--- config.mk ---
export PLATFORM = sky130hd
export DESIGN_NAME = ostby_port
export DESIGN_NICKNAME = d
export VERILOG_FILES = /design/src/rtl/ostby_pkg.sv /design/src/rtl/ostby_latch.sv /design/src/rtl/ostby_enable.sv /design/src/rtl/ostby_drive.sv /design/src/rtl/ostby_port.sv
export SDC_FILE = /design/constraint.sdc
export NUM_CORES = 1
export LEC_CHECK = 0
export BUFFER_PORTS_ARGS = -buffer_cell sky130_fd_sc_hd__buf_2
export CAP_MARGIN = 20
export CORE_MARGIN = 2
export CORE_UTILIZATION = 40
export CTS_BUF_LIST = sky130_fd_sc_hd__clkbuf_8
export CTS_CLUSTER_DIAMETER = 200
export DETAILED_ROUTE_END_ITERATION = 16
export GPL_ROUTABILITY_DRIVEN = 1
export GPL_TIMING_DRIVEN = 0
export PLACE_DENSITY_LB_ADDON = 0.3
export SLEW_MARGIN = 20
export SYNTH_ARGS = -nofsm -noshare
export SYNTH_HDL_FRONTEND = slang
export SYNTH_SLANG_ARGS = --single-unit
--- constraint.sdc ---
create_clock -name clk -period 1.2 [get_ports clk]
set_input_delay 0.12 -clock clk [delete_from_list [all_inputs] [get_ports clk]]
set_output_delay 0.12 -clock clk [all_outputs]
set_load 0.01 [all_outputs]
--- src/rtl/ostby_pkg.sv ---
package ostby_pkg;

    // Control state of the enable sequencer
    typedef struct packed {
        logic enable;     // sticky drive permission, set by mode fetch
        logic in_stop;    // stop_mode seen at the last edge
        logic float_cap;  // pin-state select captured at stop entry
    } ctl_t;

    localparam ctl_t CTL_RESET = '{enable: 1'b0, in_stop: 1'b0, float_cap: 1'b0};

endpackage

--- src/rtl/ostby_latch.sv ---
module ostby_latch #(
    parameter int          WIDTH     = 8,
    parameter logic [WIDTH-1:0] RESET_VAL = '0
) (
    input  logic             clk,
    input  logic             rst_n,
    input  logic             wr_en,
    input  logic [WIDTH-1:0] wr_data,
    output logic [WIDTH-1:0] latch_q
);

    logic [WIDTH-1:0] latch_d;

    always_comb begin
        latch_d = latch_q;
        if (wr_en) begin
            latch_d = wr_data;
        end
    end

    always_ff @(posedge clk or negedge rst_n) begin
        if (!rst_n) begin
            latch_q <= RESET_VAL;
        end else begin
            latch_q <= latch_d;
        end
    end

    AST_WRITE_LOADS: assert property (@(posedge clk) disable iff (!rst_n)
        wr_en |=> (latch_q == $past(wr_data)));

    AST_LATCH_HOLDS: assert property (@(posedge clk) disable iff (!rst_n)
        !wr_en |=> $stable(latch_q));

endmodule

--- src/rtl/ostby_enable.sv ---
module ostby_enable
    import ostby_pkg::*;
(
    input  logic clk,
    input  logic rst_n,
    input  logic mode_fetch,
    input  logic stop_mode,
    input  logic stop_float,
    output logic drive_en
);

    ctl_t ctl_d;
    ctl_t ctl_q;
    logic float_now;

    always_comb begin
        ctl_d         = ctl_q;
        ctl_d.in_stop = stop_mode;
        if (mode_fetch) begin
            ctl_d.enable = 1'b1;
        end
        if (stop_mode && !ctl_q.in_stop) begin
            ctl_d.float_cap = stop_float;
        end else if (!stop_mode) begin
            ctl_d.float_cap = 1'b0;
        end
    end

    // In the entry cycle the live select decides; afterwards the captured one
    always_comb begin
        float_now = stop_mode & (ctl_q.in_stop ? ctl_q.float_cap : stop_float);
        drive_en  = ctl_q.enable & ~float_now;
    end

    always_ff @(posedge clk or negedge rst_n) begin
        if (!rst_n) begin
            ctl_q <= CTL_RESET;
        end else begin
            ctl_q <= ctl_d;
        end
    end

    AST_ENABLE_STICKY: assert property (@(posedge clk) disable iff (!rst_n)
        ctl_q.enable |=> ctl_q.enable);

    AST_FETCH_ENABLES: assert property (@(posedge clk) disable iff (!rst_n)
        mode_fetch |=> ctl_q.enable);

    AST_FLOAT_LOCKED: assert property (@(posedge clk) disable iff (!rst_n)
        (stop_mode && $past(stop_mode) && $past(ctl_q.enable) && !$past(drive_en))
        |-> !drive_en);

endmodule

--- src/rtl/ostby_drive.sv ---
module ostby_drive #(
    parameter int WIDTH = 8
) (
    input  logic             drive_en,
    input  logic [WIDTH-1:0] latch_q,
    output logic [WIDTH-1:0] pin_data,
    output logic [WIDTH-1:0] pin_oe
);

    for (genvar i = 0; i < WIDTH; i++) begin : g_pin
        assign pin_data[i] = latch_q[i];
        assign pin_oe[i]   = drive_en;
    end

endmodule

--- src/rtl/ostby_port.sv ---
module ostby_port #(
    parameter int WIDTH = 8
) (
    input  logic             clk,
    input  logic             rst_n,
    input  logic             reg_sel,
    input  logic             reg_wr,
    input  logic [WIDTH-1:0] reg_wdata,
    output logic [WIDTH-1:0] reg_rdata,
    input  logic             mode_fetch,
    input  logic             stop_mode,
    input  logic             sleep_mode,
    input  logic             stop_float,
    output logic [WIDTH-1:0] pin_data,
    output logic [WIDTH-1:0] pin_oe
);

    localparam logic [WIDTH-1:0] ALL_ON = '1;

    logic             wr_en;
    logic [WIDTH-1:0] latch_q;
    logic             drive_en;
    logic             sleep_unused;

    assign wr_en        = reg_sel & reg_wr;
    assign sleep_unused = sleep_mode;   // sleep leaves the port untouched
    assign reg_rdata    = latch_q;

    ostby_latch #(.WIDTH(WIDTH), .RESET_VAL('0)) u_latch (
        .clk     (clk),
        .rst_n   (rst_n),
        .wr_en   (wr_en),
        .wr_data (reg_wdata),
        .latch_q (latch_q)
    );

    ostby_enable u_enable (
        .clk        (clk),
        .rst_n      (rst_n),
        .mode_fetch (mode_fetch),
        .stop_mode  (stop_mode),
        .stop_float (stop_float),
        .drive_en   (drive_en)
    );

    ostby_drive #(.WIDTH(WIDTH)) u_drive (
        .drive_en (drive_en),
        .latch_q  (latch_q),
        .pin_data (pin_data),
        .pin_oe   (pin_oe)
    );

    AST_ENABLES_UNIFORM: assert property (@(posedge clk) disable iff (!rst_n)
        ((pin_oe == '0) || (pin_oe == ALL_ON)));

    AST_DRIVE_OUTSIDE_STOP: assert property (@(posedge clk) disable iff (!rst_n)
        ($past(pin_oe) == ALL_ON && !stop_mode) |-> (pin_oe == ALL_ON));

endmodule

---- After elaboration in Yosys (flattened, before gate mapping) ----
Cells that the tools add are included.
operators by class
  equality and inequality tests ........... 1
  muxes and demuxes ....................... 3
  bitwise operators ....................... 4
  reduce and logical (&&, ||, !) cells .... 2
operators by type and width
  operator                                                          count
  1-bit AND                                                         3
  1-bit 2-to-1 mux                                                  3
  2-bit by 1-bit != test with 1-bit output (second input constant)  1
  1-bit logical AND                                                 1
  1-bit logical NOT                                                 1
  1-bit inverter                                                    1
storage, ports and cells
  bits in registers ....................... 11
  output and inout bits ................... 24
  logic and storage cells ................. 14

---- Logic depth before layout (Yosys ltp) ----
  depth in word-level cells ............... 4
  gate-level depth with buffers ........... 3
  gate-level depth less buffers ........... 2

---- Hierarchy ----
Synthesis repeated with hierarchy kept, for this count alone.
second synthesis, totals
  cells, all modules ...................... 42
  area, all modules ....................... 564.3 um^2
by module, submodules not included
  module        instances  cells an instance  area each (um^2)  sequential area each (um^2)
  ostby_latch   1          17                 331.6             200.2
  ostby_drive   1          16                 120.1             0.0
  ostby_enable  1          8                  106.4             75.1
  ostby_port    1          1                  6.3               0.0

---- Least setup slack after synthesis ----
Ideal clock, no wire load.
  kind .................................... reg2out
  start ................................... reg u_enable.ctl_q[1] (netlist name)
  end ..................................... out pin_oe[0]
  arrival ................................. 0.918 ns
  required time ........................... 1.080 ns
  slack ................................... 0.162 ns
  cell stages (with the launch flop) ...... 4
  path buffers ............................ 1
  cell sequence ........................... dfrtp_1 mux2i_1 o21a_1 buf_4
between the ends
  word-level cells in the longest chain between the ends .. 4
ends and longest elaborated chain
  element                   line                RTL
  start: declaration        ostby_enable.sv:13  ctl_t ctl_q;
  start signal: assignment  ostby_enable.sv:39  ctl_q <= ctl_d;
  1-bit 2-to-1 mux          ostby_enable.sv:31  float_now = stop_mode & (ctl_q.in_stop ? ctl_q.float_cap : stop_float);
  1-bit AND                 ostby_enable.sv:31
  1-bit inverter            ostby_enable.sv:32  drive_en = ctl_q.enable & ~float_now;
  1-bit AND                 ostby_enable.sv:32
  end: declaration          ostby_port.sv:15    output logic [WIDTH-1:0] pin_oe
No other way between the ends.

---- Worst setup path in the final report ----
Ends and elaborated chain as after synthesis.

==> metrics <==
status finished, violations left; violated checks setup timing; number of CTS-inserted buffers 3; pwr dens 1380 nW/um2; fillcell total 108; row count 13; Setup Fix Bufs, Post-CTS 0; # IOs 40; Ys Warns 0; flop-to-flop setup slack 430 ps; largest net degree at the start of global routing 12; P_sw 275 uW; WS Path Type reg2out; max frequency 0.729 GHz; leakage 0.429 nW; top cells by area, synth dfrtp_1 (53%), buf_4 (23%), mux2_2 (17%); Die Width 40.2 um; via/cell ratio 4.19; Clock Path Buffers 2; Multi-input gate area 125 um2; initial antenna violation count 0; Seq cells post-synth 11; Yosys top cell by area dfrtp_1; final worst-path cycle share 114%; die area 1610 um2; die height 40.2 um; worst vdd ir 0.935 mV; GR Util All Layers 12.1%; CP required 1080 ps; core area 1250 um2; Total Power 1.10 mW; clk sink count 11; Sw Ratio 25.1%; Via Count 415; vias in the first global route 323; Slew @ Worst Pin 227 ps; min Tclk post-route 1370 ps; Internal Power 823 uW; Final Hold Vio Count 0; CP endpoint kind output port; antenna-violating nets left 0; max-slew violations 0; Reg-to-Reg End u_enable.ctl_q[2]$_DFFE_PN0P_; average wire per standard cell 9.32 um; Worst Setup SP u_enable.ctl_q[1]$_DFF_PN0_; synth unique cells 9; CTS tree done; syn_area_per_cell 12.8 um2; final WL 923 um; GP Congestion 0.609; Final WS setup -171 ps; Max-Cap Viols 0; setup violators final 8; overflow left after global routing 0; RSZ-0062 raised after global routing yes; Yosys top cell area share 52.6%; sequential-to-total area share from yosys stat 52.6%; Starting Density 41.8%; clock power share 31.4%; placed inst area 732 um2; Area growth syn-to-layout 51.9%; antenna cells 0; CTS clk-pin slew, worst paths 50 ps; port bufs 38; CP arrival 1250 ps; setup slack at placement -7.93 ps; Initial DRC Count 3; mapped cell area 523 um2; Critical Path Source Type register; RR Startpoint u_enable.ctl_q[2]$_DFFE_PN0P_; clk_lat worst skew 230 ps; Slew headroom 84.9%; crit path capture pin_oe[0]; register area 275 um2; Layout Skew 0.0371 ps; commonest non-fill, non-tap cell in the layout buf_2; Gate power share 28.2%; drt first pass iters 4; htree depth 1; most frequent cells in the layout buf_2 (37), buf_4 (16), dfrtp_1 (11); Worst Hold Class in2reg; clk root buf clkbuf_8; sequential share of power 40.4%; # DRC 0; cells on worst reg2reg path 1; Final Cell Area 795 um2; Crit Path Max Fanout 8; share of layout cells above drive strength 1 81.0%; net count after synthesis 57; global-route wire length before repair 1.26 mm; cells after synthesis 41; NumNets Final 101
-- cell usage after synthesis --
library cell	n
nor2_1	1
mux2i_1	1
mux2_2	8
nand2_2	1
or2_2	1
inv_1	1
buf_4	16
o21a_1	1
dfrtp_1	11
-- sequential cells by signal, summed over array words and instances (netlist names) --
signal and count:
u_latch.latch_q 8, u_enable.ctl_q 3
-- what timing repair did --
action | CTS | global route
endpoints found under the setup margin | 8 | 8
endpoints found under the hold margin | 11 | 0
gates resized for setup | 2 | 0
hold buffers | 1 | 0
-- power by group through the flow --
stage	Sequential (mW)	Clock (mW)	Combinational, mW
floorplan	0.468	0	0.160
global placement	0.446	0	0.302
detailed placement	0.449	0	0.309
CTS	0.443	0.353	0.316
global route	0.448	0.379	0.342
finish	0.443	0.345	0.310
-- per-layer routing --
layer  GRT usage [%]  routed length, um  up-vias
li1                -                  -      201
met1            12.6                366      188
met2            21.4                443       26
met3            6.11                113        0
met4            2.59                  0        0
met5               0                  0        -
-- cells by family after synthesis --
family	after synthesis	share of synthesized area [%]
DFF	11	52.6
and+or+nand+nor	3	3.11
buffers and inverters	17	23.7
muxes	9	19.1
AOI/OAI and AO/OA	1	1.44
-- critical path, cell delays in order, from the launching register on --
cell,delay [ps]
dfrtp_1,340
mux2i_1,220
o21a_2,220
buf_4,120
buf_2,120
-- stage by stage --
step / setup TNS (ps) / utilization (%) / std cells / hold slack [ps]
6_report: -1300 / 63.4 / 99 / 14.6
5_1_grt: -1980 / 63.4 / 99 / 10.8
4_1_cts: -1380 / 63.4 / 99 / 12.3
3_5_place_dp: -16.8 / 58.4 / 94 / -4.90
3_3_place_gp: 0 / 58.4 / 94 / -5.93
2_1_floorplan: 0 / - / 41 / -176
-- cell type report --
type | instances | share of cell area [%]
buffer | 16 | 15.1
multi-input combinational | 13 | 15.7
tap | 15 | 2.36
sequential | 11 | 34.6
clock buffer | 3 | 5.20
timing repair buffer | 39 | 26.0
clock inverter | 1 | 0.472
inverter | 1 | 0.472
-- worst min path at each step --
stage | startpoint | end | slack, ps | cells past startpoint
after floorplan | rst_n | u_enable.ctl_q[0]$_DFFE_PN0P_ | -180 | 0
after global placement | rst_n | u_latch.latch_q[5]$_DFFE_PN0P_ | -6 | 1
after detailed placement | rst_n | u_latch.latch_q[4]$_DFFE_PN0P_ | -5 | 1
after CTS | stop_mode | u_enable.ctl_q[1]$_DFF_PN0_ | 10 | 1
after global routing | stop_mode | u_enable.ctl_q[1]$_DFF_PN0_ | 10 | 1
final | stop_mode | u_enable.ctl_q[1]$_DFF_PN0_ | 10 | 1
Note: power is estimated with default switching activity, not from simulation.
